==> src/rtl/arx_pkg.sv <==
package arx_pkg;
  localparam int WORD_W = 32;
  localparam int BYTE_W = 8;
  localparam int CODE_W = 4;
  localparam int STAT_W = 4;

  // status byte bit positions (host software decodes these)
  localparam int ST_EMPTY  = 0;
  localparam int ST_ALMOST = 1;
  localparam int ST_FOUR   = 2;
  localparam int ST_DC     = 3;

  localparam logic [2:0] ADDR_LSB    = 3'd3;
  localparam logic [2:0] ADDR_STATUS = 3'd4;

  localparam logic [CODE_W-1:0] CODE_OVERFLOW = 4'h4;
  localparam logic [CODE_W-1:0] CODE_BAD_DATA = 4'hD;

  typedef struct packed {
    logic pushData;
    logic pushTrailer;
    logic pop;
  } arxStrobe_t;

  typedef struct packed {
    logic              endMark;
    logic [WORD_W-1:0] word;
  } arxEntry_t;
endpackage

==> src/rtl/arx_ctrl.sv <==
module arx_ctrl
  import arx_pkg::*;
#(
  parameter int DEPTH = 16,
  localparam int CNT_W = $clog2(DEPTH + 1)
) (
  input  logic              clk,
  input  logic              rst,
  input  logic              inValid,
  input  logic              pktEnd,
  input  logic              crcErr,
  input  logic              lenErr,
  input  logic [CODE_W-1:0] ackCode,
  input  logic              rdEn,
  input  logic [2:0]        rdAddr,
  input  logic              headEnd,
  output arxStrobe_t        strobe,
  output logic [CODE_W-1:0] trailerCode,
  output logic [CNT_W-1:0]  count,
  output logic [STAT_W-1:0] status
);
  localparam logic [CNT_W-1:0] FULL_C  = CNT_W'(DEPTH);
  localparam logic [CNT_W-1:0] LIMIT_C = CNT_W'(DEPTH - 1);
  localparam logic [CNT_W-1:0] ONE_C   = CNT_W'(1);
  localparam logic [CNT_W-1:0] FOUR_C  = CNT_W'(4);

  logic             emptyQ, almostQ, fourQ, dcQ, ovfQ;
  logic             roomAny, roomData, dropData;
  logic [CNT_W-1:0] countNext;

  // space tests use occupancy at the start of the cycle
  always_comb begin
    roomAny            = count < FULL_C;
    roomData           = count < LIMIT_C;
    strobe.pop         = rdEn && (rdAddr == ADDR_LSB) && (count != '0);
    strobe.pushTrailer = pktEnd && roomAny;
    strobe.pushData    = inValid && !pktEnd && !ovfQ && roomData;
    dropData           = inValid && !pktEnd && !strobe.pushData;
  end

  always_comb begin
    if (ovfQ)                  trailerCode = CODE_OVERFLOW;
    else if (crcErr || lenErr) trailerCode = CODE_BAD_DATA;
    else                       trailerCode = ackCode;
  end

  always_comb begin
    countNext = count;
    if (strobe.pushData || strobe.pushTrailer) countNext = countNext + ONE_C;
    if (strobe.pop)                            countNext = countNext - ONE_C;
  end

  always_ff @(posedge clk) begin
    if (rst) begin
      count   <= '0;
      emptyQ  <= 1'b1;
      almostQ <= 1'b0;
      fourQ   <= 1'b0;
      dcQ     <= 1'b0;
      ovfQ    <= 1'b0;
    end else begin
      count   <= countNext;
      emptyQ  <= (countNext == '0);
      almostQ <= (countNext == ONE_C);
      fourQ   <= (countNext >= FOUR_C);
      if (strobe.pop) dcQ <= headEnd;
      if (pktEnd)        ovfQ <= 1'b0;
      else if (dropData) ovfQ <= 1'b1;
    end
  end

  always_comb begin
    status            = '0;
    status[ST_EMPTY]  = emptyQ;
    status[ST_ALMOST] = almostQ;
    status[ST_FOUR]   = fourQ;
    status[ST_DC]     = dcQ;
  end
endmodule

==> src/rtl/arx_datapath.sv <==
module arx_datapath
  import arx_pkg::*;
#(
  parameter int DEPTH = 16,
  localparam int PTR_W = (DEPTH > 1) ? $clog2(DEPTH) : 1
) (
  input  logic              clk,
  input  logic              rst,
  input  arxStrobe_t        strobe,
  input  logic [WORD_W-1:0] inData,
  input  logic [CODE_W-1:0] trailerCode,
  input  logic [2:0]        rdAddr,
  input  logic [STAT_W-1:0] status,
  output logic              headEnd,
  output logic [BYTE_W-1:0] rdData
);
  localparam logic [PTR_W-1:0] LAST_P = PTR_W'(DEPTH - 1);

  arxEntry_t        mem [DEPTH];
  arxEntry_t        wrEntry, head;
  logic [PTR_W-1:0] wrPtr, rdPtr;
  logic [1:0]       laneIdx;

  function automatic logic [PTR_W-1:0] bump(input logic [PTR_W-1:0] p);
    return (p == LAST_P) ? '0 : p + 1'b1;
  endfunction

  always_comb begin
    if (strobe.pushTrailer) begin
      wrEntry.endMark = 1'b1;
      wrEntry.word    = {{(WORD_W - CODE_W){1'b0}}, trailerCode};
    end else begin
      wrEntry.endMark = 1'b0;
      wrEntry.word    = inData;
    end
  end

  always_ff @(posedge clk) begin
    if (strobe.pushData || strobe.pushTrailer) mem[wrPtr] <= wrEntry;
  end

  always_ff @(posedge clk) begin
    if (rst) begin
      wrPtr <= '0;
      rdPtr <= '0;
    end else begin
      if (strobe.pushData || strobe.pushTrailer) wrPtr <= bump(wrPtr);
      if (strobe.pop)                            rdPtr <= bump(rdPtr);
    end
  end

  assign head    = mem[rdPtr];
  assign headEnd = head.endMark;
  assign laneIdx = ~rdAddr[1:0];

  // address 0 is the most significant byte
  always_comb begin
    rdData = '0;
    if (!rdAddr[2]) begin
      if (!status[ST_EMPTY]) rdData = head.word[{laneIdx, 3'b000} +: BYTE_W];
    end else if (rdAddr == ADDR_STATUS) begin
      rdData = {{(BYTE_W - STAT_W){1'b0}}, status};
    end
  end
endmodule

==> src/rtl/async_rx_fifo.sv <==
module async_rx_fifo
  import arx_pkg::*;
#(
  parameter int DEPTH = 16
) (
  input  logic        clk,
  input  logic        rst,
  input  logic        inValid,
  input  logic [31:0] inData,
  input  logic        pktEnd,
  input  logic        crcErr,
  input  logic        lenErr,
  input  logic [3:0]  ackCode,
  input  logic        rdEn,
  input  logic [2:0]  rdAddr,
  output logic [7:0]  rdData
);
  localparam int CNT_W = $clog2(DEPTH + 1);

  arxStrobe_t        strobe;
  logic [CODE_W-1:0] trailerCode;
  logic [CNT_W-1:0]  count;
  logic [STAT_W-1:0] status;
  logic              headEnd;

  arx_ctrl #(.DEPTH(DEPTH)) u_ctrl (
    .clk(clk), .rst(rst), .inValid(inValid), .pktEnd(pktEnd),
    .crcErr(crcErr), .lenErr(lenErr), .ackCode(ackCode),
    .rdEn(rdEn), .rdAddr(rdAddr), .headEnd(headEnd),
    .strobe(strobe), .trailerCode(trailerCode), .count(count), .status(status)
  );

  arx_datapath #(.DEPTH(DEPTH)) u_datapath (
    .clk(clk), .rst(rst), .strobe(strobe), .inData(inData),
    .trailerCode(trailerCode), .rdAddr(rdAddr), .status(status),
    .headEnd(headEnd), .rdData(rdData)
  );
endmodule

==> config.mk <==
export PLATFORM = sky130hd
export DESIGN_NAME = async_rx_fifo
export DESIGN_NICKNAME = d
export VERILOG_FILES = /design/src/rtl/arx_pkg.sv /design/src/rtl/arx_ctrl.sv /design/src/rtl/arx_datapath.sv /design/src/rtl/async_rx_fifo.sv
export SDC_FILE = /design/constraint.sdc
export NUM_CORES = 1
export LEC_CHECK = 0
export BUFFER_PORTS_ARGS = -buffer_cell sky130_fd_sc_hd__buf_2
export CAP_MARGIN = 20
export CORE_UTILIZATION = 35
export CTS_CLUSTER_SIZE = 40
export DETAILED_ROUTE_END_ITERATION = 8
export PLACE_DENSITY = 0.47
export SYNTH_ARGS = -nofsm -noshare
export SYNTH_HDL_FRONTEND = slang
export SYNTH_HIERARCHICAL = 1
export SYNTH_SLANG_ARGS = --single-unit
==> constraint.sdc <==
create_clock -name clk -period 12.15 [get_ports clk]
set_clock_uncertainty 0.15 [all_clocks]
set_input_delay 1.8225 -clock clk [delete_from_list [all_inputs] [get_ports clk]]
set_output_delay 1.8225 -clock clk [all_outputs]
set_load 0.005 [all_outputs]
==> Word-level counts from Yosys, hierarchy flattened <==
Memories as Yosys holds them, arrays and structs flattened. A register that Yosys moved wholly into a read port is not among the register bits.
Index checks and enable logic that the tools add are counted.
{ "classes": {"mux": 14, "shift": 1, "n_reduce_logical": 15, "n_addsub": 4, "magnitude_cmp": 3, "n_eq_ne": 5, "bitwise_logic": 1} }
{ "ops": {"columns": ["cell", "n"], "rows": [
  ["$mux 33", 1],
  ["$shiftx 32x6->8", 1],
  ["$mux 4", 7],
  ["$mux 8", 2],
  ["$mux 5", 2],
  ["$add 4x1->4 const B", 2],
  ["$eq 4x4->1 const B", 2],
  ["$logic_and 1x1->1", 7],
  ["$add 5x1->5 const B", 1],
  ["$eq 5x1->1 const B", 1],
  ["$ge 5x3->1 const B", 1],
  ["$logic_not 5->1", 1],
  ["$lt 5x4->1 const B", 1],
  ["$lt 5x5->1 const B", 1],
  ["$reduce_bool 5->1", 1],
  ["$sub 5x1->5 const B", 1],
  ["$eq 3x2->1 const B", 1],
  ["$eq 3x3->1 const B", 1],
  ["$logic_not 1->1", 3],
  ["$logic_or 1x1->1", 2],
  ["$mux 1", 2],
  ["$not 2->2", 1],
  ["$reduce_or 2->1", 1]
]} }
{ "word_totals": {"output_inout_bits": 8, "inputBits": 46, "mem_count": 1, "register_bits": 18, "ram_bits": 528} }
{ "mem_list": {"columns": ["memory", "words", "word_bits", "read_ports", "rd_clocked_by_memory_dff", "write_ports", "line_no", "text"], "rows": [
  ["u_datapath.mem", 16, 33, 1, 1, 1, "arx_datapath.sv:19", "arxEntry_t mem [DEPTH];"]
]} }

==> Logic depth before layout (Yosys ltp) <==
Gate-level depths: netlist of the first run.
{ "depth": {"word_depth": 9, "mapped_depth": 11, "mapped_depth_nobuf": 9} }

==> Cells and area by module <==
Netlist of the first run, hierarchy kept.
{ "by_module_without_submodules": {"columns": ["mod", "area_per_inst_um2", "cells_per_inst", "instances", "seq_area_each_um2"], "rows": [
  ["arx_datapath", 21117.8, 982, 1, 16095.4],
  ["arx_ctrl", 844.6, 104, 1, 200.2]
]} }

==> Worst setup path after synthesis of the first run <==
Ideal clock, no wire load.
{ "synth_timing": {"path_type": "input-to-reg", "from": "input port pktEnd", "to": "memory u_datapath/mem[3][0] (netlist name) (enable)", "slack_ns": 6.007, "stages": 5, "t_arrival_ns": 5.528, "setup_ns": 0.464, "required_time_ns": 11.536, "path_cell_list": "nor2b_1 > or2_2 > clkbuf_1 > nand2_1 > nor3_1"} }
{ "synth_via": {"elab_chain_cells": 7, "elab_cells_between_ends": 8, "cone_classes": "2 x mux; 6 x reduce/logical"} }
{ "synth_lines": {"columns": ["element", "line_no", "text"], "rows": [
  ["start: declaration", "async_rx_fifo.sv:10", "input logic pktEnd,"],
  ["$logic_not 1->1", "arx_ctrl.sv:37", "strobe.pushData = inValid && !pktEnd && !ovfQ && roomData;"],
  ["$logic_and 1x1->1 (3 in series)", "arx_ctrl.sv:37", null],
  ["$logic_or 1x1->1 (*)", "arx_datapath.sv:39", "if (strobe.pushData || strobe.pushTrailer) mem[wrPtr] <= wrEntry;"],
  ["$mux 1 (*)", "arx_datapath.sv:39", null],
  ["$mux 1 (not written as such) (*)", "arx_datapath.sv:39", null],
  ["end: declaration", "arx_datapath.sv:19", null]
]} }
Every way passes the cells marked *; elsewhere a longest branch is shown, timed or not.

==> results.md, run 1 <==
- Max Cap Viol: 0
- YS warnings: 6
- Max_slew headroom: 0.2584
- Initial antenna violation count: 1
- Area Overhead vs Synth: 13.94%
- Detail Route Antenna Nets: 0
- Sw Pwr: 0.8702 mW
- Int Power: 3.147 mW
- Netlist Area Pre-Place: 0.02196 sq mm
- TritonCTS buffer count: 59
- Simple-Gate Fraction of Synth Area: 0.03914
- Setup Buffers After CTS: 0
- Sw Share: 0.2166
- Peak supply drop: 108.9 uV
- Max clock buf depth: 3
- First-pass GRT wire length: 78760 um
- Slack of the critical path: 5.782 ns
- CTS clock-pin slew for the worst setup and hold paths: 0.06 ns
- Comb power frac: 0.050
- DR DRC count: 0
- Mux cell area share after synthesis: 0.1583
- CP max stage cell: dfxtp_4
- Post-synth net total: 1140
- I/O Buffers: 53
- DP Area: 0.02320 sq mm
- RSZ-0062 raised after global routing: false
- Final setup TNS: 0 ns
- CP Max Fanout: 40
- Area share of fa/ha/maj cells after synthesis: 0.004558
- Pwr Total: 4.017 mW
- Fmax: 157.0 MHz
- CP Class: reg -> out
- Status: completed
- Setup violators final: 0
- H-tree depth: 2
- Vias in the first global route: 11167
- GRT Residual Overflow: 0
- Post-Place Worst Slack: 6.224 ns
- Most common flop cell mapped by yosys: edfxtp_1
- WL per Instance: 26.62 um
- # IOs: 54
- Clk_lat worst skew: 0.61 ns
- Fraction of layout cells with a size suffix above 1: 0.2726
- CP Cell Sequence: buf_4, buf_4, mux4_2, a32oi_1, o211ai_1, or3_1, buf_2
- GR peak layer: met2
- Hold Path Depth: 2
- CTS Sinks: 550
- CP Data Arrival Time: 4.40 ns
- Clock Power Share: 0.416
- Slew Limit Fails: 0
- Final #Nets: 1226
- Cts hold-fix bufs: 0
- Detailed Place HPWL: 30390 um
- Synth async-reset ratio: 0
- Compound-cell area share of the yosys netlist: 0.03037
- Die height: 252.5 um
- Grt met3 use: 0.02379
- Final period util: 0.5241
- TritonCTS clock tree: built
- Drt first-iter violations: 766
- Core area: 0.06183 sq mm
- Post-Route WL: 54700 um
- Worst setup EP type: output port
- Final Hold Viols: 0
- Sequential fraction of design power: 0.534
- EDFF count, synth: 528
- DR vias: 10757
- Register area share after synthesis: 0.7420
- Hold crit path type: reg -> reg
- Site row count: 91
- Largest family of logic cells by synthesized area: multiplexers
- Met2 global-route usage: 0.2868
- P per Cell Area: 160.5 mW/mm^2
- Post-synth cell types: 65
- Cts repair resizes: 0
- Antenna cells: 0
- Post-Syn Instances: 1086
- Global-route usage over all layers: 0.1726
- Max stage delay on crit path: 0.90 ns
- Worst-margin pin slew: 1.110 ns
- Most common cell on crit path: buf_4
- Met1 Resource Use GR: 0.2404
- Final worst path period need: 6.368 ns
- Fillers: 5479
- Final RePlAce weighted congestion: 0.7300
- Yosys reg bits: 550
- Largest net degree at the start of global routing: 50
- Starting density of the core: 0.3552
- Worst reg2reg path depth: 7
- Post-DR vias/cell: 5.235
- Final Cell Area: 0.02502 sq mm
- WP data required: 10.18 ns
- Die X: 252.5 um
- Xor and xnor fraction of the mapped netlist area: 0.003589
- TritonRoute pass-1 iters: 5
- Die Area: 0.06376 sq mm
- Leakage: 7.766 nW
- Startpoint types: flip-flop
- Avg Inst Size Synth: 20.22 sq um
- Root Buffer: clkbuf_16
-- registers in the layout, indices dropped and copies added, names as in the netlist, named ones only --
register	flops
u_ctrl/count	5
u_ctrl/almostQ	1
u_ctrl/emptyQ	1
u_datapath/wrPtr	4
u_datapath/rdPtr	4
u_ctrl/dcQ	1
u_datapath/mem	528
u_ctrl/ovfQ	1
u_ctrl/fourQ	1
-- cell usage after synthesis, drive strengths merged (2+ instances only) --
| cell type | count | share of area |
|---|---|---|
| nand3 | 17 | 0.0039 |
| a2111oi | 2 | 0.0014 |
| a22oi | 11 | 0.0038 |
| nand2b | 8 | 0.0023 |
| dfxtp | 22 | 0.020 |
| a31oi | 5 | 0.0014 |
| ha | 8 | 0.0046 |
| nor4b | 2 | 0.00080 |
| or4 | 2 | 0.00068 |
| nand2 | 35 | 0.0060 |
| a221oi | 15 | 0.0060 |
| a21oi | 13 | 0.0030 |
| xnor2 | 6 | 0.0024 |
| and4b | 2 | 0.00097 |
| a221o | 2 | 0.00091 |
| o21ai | 18 | 0.0043 |
| buf | 45 | 0.017 |
| mux2i | 56 | 0.026 |
| a32oi | 3 | 0.0012 |
| and3 | 3 | 0.00085 |
| edfxtp | 528 | 0.72 |
| or3 | 4 | 0.0012 |
| nand4 | 2 | 0.00057 |
| or2 | 3 | 0.00085 |
| nor2b | 35 | 0.010 |
| xor2 | 3 | 0.0012 |
| mux4 | 127 | 0.13 |
| o211ai | 3 | 0.0013 |
| inv | 15 | 0.0029 |
| nor3 | 10 | 0.0023 |
| a21o | 3 | 0.0011 |
| a21boi | 3 | 0.0010 |
| clkbuf | 14 | 0.0024 |
| nor2 | 40 | 0.0070 |
| mux2 | 5 | 0.0026 |
| o21a | 2 | 0.00068 |
-- final timing paths --
check	startpoint	endpoint	slack (ns)
worst max-delay path	flip-flop	rdData[0]	5.78
worst min-delay path	u_datapath/rdPtr[3]	flip-flop	0.36
worst max register to register	u_ctrl/count[4]	u_datapath/mem[3][29]	8.62
worst min register to register	u_datapath/rdPtr[3]	flip-flop	0.36
-- cells in the final DEF, fill, tap and decap left out, types with 16 or more instances in the layout --
cell | netlist | final
mux4_2 | 127 | 127
nand2_1 | 35 | 35
buf_2 | 11 | 53
mux2i_1 | 56 | 56
nor2b_1 | 35 | 33
clkbuf_1 | 14 | 19
buf_4 | 15 | 30
o21ai_0 | 16 | 16
dfxtp_1 | 22 | 19
edfxtp_1 | 528 | 528
nor2_1 | 39 | 27
clkbuf_16 | 0 | 59
nand3_1 | 17 | 17
-- critical path, delay by kind of cell (launching register included) --
family | cells | cell delay (ns)
mux | 1 | 0.59
simple gates | 1 | 0.41
compound gates | 2 | 0.35
buf+inv | 3 | 1.46
flops | 1 | 0.90
-- per-layer routing --
layer  wire, um  vias to the layer above
li1           -                     4640
met3       2243                       64
met4        909                        2
met1      24690                     5811
met5         13                        -
met2      26850                      240
-- power groups by stage --
stage                     Clock [mW]  Sequential, mW  Combinational, mW
after floorplan                    0            2.17              0.135
after global placement             0            2.18              0.202
after detailed placement           0            2.18              0.204
after CTS                       1.72            2.15              0.204
after global routing            1.78            2.15              0.220
final                           1.67            2.14              0.201
-- cell families after synthesis --
family	Yosys count
xor+xnor	9
flops	550
buf+inv	74
fa+ha+maj	8
simple gates	168
mux	188
compound gates	89
-- stage by stage --
step	utilization	hold slack (ns)	std cells
final	0.4048	0.3584	2055
after global routing	0.4048	0.3779	2055
after CTS	0.4043	0.3535	2051
after detailed placement	0.3753	0.3595	1944
after global placement	0.3750	0.3607	1943
after floorplan	-	0.2867	1086
-- final cells by class --
cell class	count	area, sq um	share of cell area
Tap cell	837	1047	0.04185
Sequential cell	550	16310	0.6517
Multi-Input combinational cell	462	5314	0.2124
Timing Repair Buffer	84	501.7	0.02005
Inverter	15	63.81	0.002550
Clock inverter	27	215.2	0.008600
Clock buffer	80	1575	0.06295
No activity file was read; power rests on OpenSTA's default activity.
==> run 2: changes to the inputs <==
--- a/config.mk
+++ b/config.mk
@@ -10,7 +10,7 @@
 export CORE_UTILIZATION = 35
 export CTS_CLUSTER_SIZE = 40
 export DETAILED_ROUTE_END_ITERATION = 8
-export PLACE_DENSITY = 0.47
+export PLACE_DENSITY = 0.48
 export SYNTH_ARGS = -nofsm -noshare
 export SYNTH_HDL_FRONTEND = slang
 export SYNTH_HIERARCHICAL = 1
==> constraint.sdc (replaced) <==
create_clock -name clk -period 5.3 [get_ports clk]
set_clock_uncertainty 0.15 [all_clocks]
set_input_delay 0.795 -clock clk [delete_from_list [all_inputs] [get_ports clk]]
set_output_delay 0.795 -clock clk [all_outputs]
set_load 0.005 [all_outputs]
==> run 2 against run 1 <==
Cell area rose by 1.0%; combinational power increased by 140%; via count is 0.13% higher; critical path depth stayed put; setup slack worse by 4.9 ns; cell count is 0.92% higher; largest power group unchanged; sequential power is 130% higher; highest routed layer is now met4; power is 130% higher; sequential cell count stayed put.
==> results.md, run 2 (same netlist as run 1, synthesis figures left out) <==
- CP Cell Sequence: buf_4, mux4_2, mux2i_1, a221oi_1, o21a_1, a2111o_1, buf_2 (was buf_4, buf_4, mux4_2, a32oi_1, o211ai_1, or3_1, buf_2)
- Hold crit path type: in -> reg (was reg -> reg)
- Vias in the first global route: 11418 (was 11167)
- # IOs: 54 (unchanged)
- Most common cell after layout, fill and taps aside: edfxtp_1 (unchanged)
- Max clock buf depth: 3 (unchanged)
- CTS Sinks: 550 (unchanged)
- H-tree depth: 2 (unchanged)
- TritonCTS clock tree: built (unchanged)
- Core area: 0.06183 sq mm (unchanged)
- Largest net degree at the start of global routing: 49 (was 50)
- Max FFs per register: 528 (unchanged)
- Hold Path Origin: pktEnd (was u_datapath/rdPtr[3])
- Final RePlAce weighted congestion: 0.7494 (was 0.7300)
- Die height: 252.5 um (unchanged)
- Final setup TNS: 0 ns (unchanged)
- Die X: 252.5 um (unchanged)
- Largest regs: u_datapath/mem x528, u_ctrl/count x5 (unchanged)
- Initial antenna violation count: 1 (unchanged)
- Max Cap Viol: 0 (unchanged)
- Post-Route WL: 54950 um (was 54700 um)
- Crit Reg-Reg Endpoint: u_datapath/mem[7][32] (was u_datapath/mem[3][29])
- CP Data Arrival Time: 3.43 ns (was 4.40 ns)
- DR vias: 10771 (was 10757)
- Final #Nets: 1243 (was 1226)
- Cell depth of the worst setup path: 7 (unchanged)
- Cts hold-fix bufs: 0 (unchanged)
- Final Hold Viols: 0 (unchanged)
- TritonRoute pass-1 iters: 5 (unchanged)
- Setup Buffers After CTS: 0 (unchanged)
- Worst-margin pin slew: 1.080 ns (was 1.110 ns)
- WP data required: 4.36 ns (was 10.18 ns)
- Slew Limit Fails: 0 (unchanged)
- Status: completed (unchanged)
- Cts repair resizes: 0 (unchanged)
- Setup violators final: 0 (unchanged)
- First-pass GRT wire length: 79940 um (was 78760 um)
- Detailed Place HPWL: 31570 um (was 30390 um)
- P per Cell Area: 370.0 mW/mm^2 (was 160.5 mW/mm^2)
- CP Max Fanout: 41 (was 40)
- Final worst path period need: 4.377 ns
- Max_slew headroom: 0.2785 (was 0.2584)
- CP max stage cell: dfxtp_4 (unchanged)
- I/O Buffers: 53 (unchanged)
- Peak supply drop: 206.4 uV (was 108.9 uV)
- Largest Register: u_datapath/mem (unchanged)
- FF-to-FF Start: u_ctrl/ovfQ (was u_ctrl/count[4])
- TritonCTS buffer count: 59 (unchanged)
- Area Overhead vs Synth: 15.11% (was 13.94%)
- Antenna cells: 0 (unchanged)
- Root Buffer: clkbuf_16 (unchanged)
- Worst R2R Setup Slack: 2.09 ns (was 8.62 ns)
- Drt first-iter violations: 925 (was 766)
- Site row count: 91 (unchanged)
- Worst setup EP type: output port (unchanged)
- Starting density of the core: 0.3552 (unchanged)
- Final core utilization: 0.4089 (was 0.4048)
- Die Area: 0.06376 sq mm (unchanged)
- CTS clock-pin slew for the worst setup and hold paths: 0.06 ns (about the same)
- WL per Instance: 26.49 um (was 26.62 um)
- GRT Residual Overflow: 0 (unchanged)
- Hold EP: u_ctrl/ovfQ
- Worst reg2reg path depth: 7 (unchanged)
- Final period util: 0.8259
- Leakage: 7.903 nW (was 7.766 nW)
- Worst path bufs/invs: 2 (was 3)
- Post-DR vias/cell: 5.193 (was 5.235)
- Most frequent cells in the layout: 528 x edfxtp_1, 127 x mux4_2, 60 x clkbuf_16 (was 528 x edfxtp_1, 127 x mux4_2, 59 x clkbuf_16)
- Fillers: 5505 (was 5479)
- Hold Path Depth: 2 (unchanged)
- Global-route usage over all layers: 0.1764 (was 0.1726)
- Detail Route Antenna Nets: 0 (unchanged)
- RSZ-0062 raised after global routing: false (unchanged)
- Fmax: 228.5 MHz
- Fraction of layout cells with a size suffix above 1: 0.2797 (was 0.2726)
- Top Family by Delay on Critical Path: flip-flops (was buffers and inverters)
- Startpoint types: flip-flop (unchanged)
- CP Class: reg -> out (unchanged)
- Max stage delay on crit path: 0.84 ns (was 0.90 ns)
- Clk_lat worst skew: 0.60 ns (was 0.61 ns)
- DR DRC count: 0 (unchanged)
==> run 2: power breakdown <==
part | internal [mW] | switching [mW] | total (mW)
clock | 2.32 | 1.64 | 3.96
combinational | 0.182 | 0.305 | 0.487
sequential | 4.87 | 0.0385 | 4.91
==> run 2: how the worst max path moves through the flow <==
| stage | from | end | slack (ns) |
|---|---|---|---|
| CTS | flip-flop | rdData[0] | 0.77 |
| global placement | flip-flop | rdData[0] | 1.41 |
| finish | flip-flop | rdData[3] | 0.92 |
| detailed placement | flip-flop | rdData[0] | 1.43 |
| floorplan | pktEnd | u_datapath/mem[3][0] | 0.18 |
| global route | flip-flop | rdData[0] | 0.74 |
==> run 2: layer usage <==
| layer | global-route usage | vias to the layer above | part of all wire |
|---|---|---|---|
| met1 | 0.2428 | 5791 | 0.45 |
| met2 | 0.2917 | 218 | 0.49 |
| met3 | 0.02585 | 81 | 0.035 |
| met4 | 0.04883 | 0 | 0.021 |
| met5 | 0 | - | 0 |
| li1 | - | 4681 | - |
==> run 2: cell type report <==
cell class,count,area [sq um],share of cell area
Clock inverter,27,262.8,0.01039
Tap cell,837,1047,0.04142
Multi-Input combinational cell,462,5305,0.2098
Sequential cell,550,16310,0.6450
Timing Repair Buffer,101,711.9,0.02816
Clock buffer,82,1584,0.06265
Inverter,15,63.81,0.002524
==> run 2: per-stage QoR <==
step,cell area [sq um],power [mW],hold slack (ns),cells,worst slack [ns]
after detailed placement,23340,5.493,0.3629,1954,1.431
final,25280,9.354,0.3030,2074,0.9229
after global routing,25280,9.662,0.2952,2074,0.7402
after floorplan,21960,5.296,0.2867,1086,0.1849
after CTS,25190,9.456,0.2745,2063,0.7740
after global placement,23330,5.486,0.3577,1953,1.411
==> run 3: changes to the inputs <==
--- a/config.mk
+++ b/config.mk
@@ -10,7 +10,7 @@
 export CORE_UTILIZATION = 35
 export CTS_CLUSTER_SIZE = 40
 export DETAILED_ROUTE_END_ITERATION = 8
-export PLACE_DENSITY = 0.48
+export PLACE_DENSITY = 0.47
 export SYNTH_ARGS = -nofsm -noshare
 export SYNTH_HDL_FRONTEND = slang
 export SYNTH_HIERARCHICAL = 1
==> constraint.sdc (replaced) <==
create_clock -name clk -period 4.3 [get_ports clk]
set_clock_uncertainty 0.15 [all_clocks]
set_input_delay 0.645 -clock clk [delete_from_list [all_inputs] [get_ports clk]]
set_output_delay 0.645 -clock clk [all_outputs]
set_load 0.005 [all_outputs]
==> run 3 against run 2 <==
Clock power increased by 24%; first-iteration DRC count shrank 8.5%; non-clock buffer count increased by 7; cell count is 0.39% higher; sequential cell count unchanged; largest cell class unchanged.
==> results.md, run 3 (same netlist as run 1, synthesis figures left out) <==
- Status: completed (unchanged)
- Vias in the first global route: 11358 (was 11418)
- Clock Power Share: 0.424 (was 0.423)
- Die X: 252.5 um (unchanged)
- Final worst path period need: 4.124 ns
- CTS Sinks: 550 (unchanged)
- TritonCTS buffer count: 58 (was 59)
- Largest net degree at the start of global routing: 48 (was 49)
- Peak supply drop: 347.5 uV (was 206.4 uV)
- Die Area: 0.06376 sq mm (unchanged)
- Core area: 0.06183 sq mm (unchanged)
- Max clock buf depth: 3 (unchanged)
- CP Cell Sequence: buf_12, buf_12, mux4_2, a32oi_1, o211ai_1, or3_1, buf_2 (was buf_4, mux4_2, mux2i_1, a221oi_1, o21a_1, a2111o_1, buf_2)
- Hold_ws: 0.1404 ns (was 0.3030 ns)
- P per Cell Area: 452.6 mW/mm^2 (was 370.0 mW/mm^2)
- Cts repair resizes: 0 (unchanged)
- Root Buffer: clkbuf_16 (unchanged)
- TritonRoute pass-1 iters: 5 (unchanged)
- Worst-margin pin slew: 1.091 ns (was 1.080 ns)
- Post-Route WL: 54690 um (was 54950 um)
- Most common cell after layout, fill and taps aside: edfxtp_1 (unchanged)
- Sequential fraction of design power: 0.524 (was 0.525)
- Starting density of the core: 0.3552 (unchanged)
- Detailed Place HPWL: 31760 um (was 31570 um)
- Startpoint types: flip-flop (unchanged)
- CP Class: reg -> out (unchanged)
- Detail Route Antenna Nets: 0 (unchanged)
- Worst setup EP type: output port (unchanged)
- Max Cap Viol: 0 (unchanged)
- Sw Pwr: 2.520 mW (was 1.983 mW)
- Area Overhead vs Synth: 16.20% (was 15.11%)
- Die height: 252.5 um (unchanged)
- Post-Place Worst Slack: 0.6874 ns (was 1.431 ns)
- Max_slew headroom: 0.2711 (was 0.2785)
- Slack of the critical path: 0.1764 ns (was 0.9229 ns)
- Largest Register: u_datapath/mem (unchanged)
- First-pass GRT wire length: 80020 um (was 79940 um)
- Int Power: 9.029 mW (was 7.371 mW)
- Hold crit path type: in -> reg (unchanged)
- Post-DR vias/cell: 5.201 (was 5.193)
- Fraction of layout cells with a size suffix above 1: 0.2910 (was 0.2797)
- Setup Buffers After CTS: 0 (unchanged)
- Initial antenna violation count: 2 (was 1)
- Drt first-iter violations: 846 (was 925)
- Most frequent cells in the layout: 528 x edfxtp_1, 127 x mux4_2, 58 x clkbuf_16 (was 528 x edfxtp_1, 127 x mux4_2, 60 x clkbuf_16)
- WP data required: 3.50 ns (was 4.36 ns)
- DR vias: 10829 (was 10771)
- Sw Share: 0.2182 (was 0.2120)
- Clk_lat worst skew: 0.62 ns (was 0.60 ns)
- Final Hold Viols: 0 (unchanged)
- Pwr Total: 11.55 mW (was 9.354 mW)
- Setup violators final: 0 (unchanged)
- H-tree depth: 2 (unchanged)
- Fmax: 242.5 MHz
- Slew Limit Fails: 0 (unchanged)
- Leakage: 7.962 nW (was 7.903 nW)
- WL per Instance: 26.27 um (was 26.49 um)
- CTS clock-pin slew for the worst setup and hold paths: 0.06 ns (about the same)
- DR DRC count: 0 (unchanged)
- # IOs: 54 (unchanged)
- Final #Nets: 1249 (was 1243)
- I/O Buffers: 53 (unchanged)
- TritonCTS clock tree: built (unchanged)
- CP Data Arrival Time: 3.33 ns (was 3.43 ns)
- CP Max Fanout: 30 (was 41)
- Max stage delay on crit path: 0.61 ns (was 0.84 ns)
- Comb power frac: 0.052 (about the same)
- GRT Residual Overflow: 0 (unchanged)
- Final RePlAce weighted congestion: 0.7413 (was 0.7494)
- RSZ-0062 raised after global routing: false (unchanged)
- Fillers: 5451 (was 5505)
- Most common cell on crit path: buf_12
- Final setup TNS: 0 ns (unchanged)
- Max FFs per register: 528 (unchanged)
- Final period util: 0.9590
- Global-route usage over all layers: 0.1760 (was 0.1764)
- Site row count: 91 (unchanged)
- Cts hold-fix bufs: 0 (unchanged)
- Largest regs: u_datapath/mem x528, u_ctrl/count x5 (unchanged)
- CP max stage cell: dfxtp_4 (unchanged)
## run 3: final timing paths
path / end / slack [ns] / cells after the start / start
setup reg to reg: u_ctrl/almostQ / 1.34 / 8 / u_ctrl/count[0]
setup / recovery: rdData[2] / 0.18 / 7 / flip-flop
hold / removal: u_ctrl/ovfQ / 0.14 / 2 / pktEnd
hold reg to reg: u_ctrl/dcQ / 0.35 / 2 / u_ctrl/dcQ
## run 3: per-layer routing
layer | vias to the layer above | global-route usage | wire [um]
li1 | 4694 | - | -
met1 | 5815 | 0.2443 | 24320
met2 | 240 | 0.2898 | 26980
met3 | 78 | 0.02472 | 2219
met4 | 2 | 0.04779 | 1159
met5 | - | 0 | 13
## run 3: stage by stage
step	utilization	cells	area, sq um
after CTS	0.4120	2075	25470
after detailed placement	0.3818	1966	23610
final	0.4128	2082	25520
after global placement	0.3815	1964	23590
after global routing	0.4127	2081	25520
after floorplan	-	1086	21980
## run 3: worst max-delay path, delay by kind of cell, from the launching register on
family                 cells  cell delay (ns)
flip-flops                 1             0.61
multiplexers               1             0.53
AO/OA/AOI/OAI              2             0.51
AND/OR/NAND/NOR            1             0.40
buffers and inverters      3             0.62
## run 3: area by class of cell
class                      instances  area (sq um)  share of cell area
antenna                            1         2.502          0.00009806
clock buffer                      68          1499             0.05874
clock inverter                    41         367.9             0.01441
inverter                          15         63.81            0.002500
multi-input combinational        462          5325              0.2087
sequential                       550         16310              0.6390
tap                              837          1047             0.04104
timing repair buffer             108         907.1             0.03555
## run 3: power by group through the flow
stage	sequential [mW]	clock (mW)	combinational (mW)
after floorplan	6.14	0	0.384
after global placement	6.17	0	0.604
after detailed placement	6.17	0	0.606
after CTS	6.05	5.02	0.609
after global routing	6.06	5.21	0.660
final	6.05	4.90	0.599
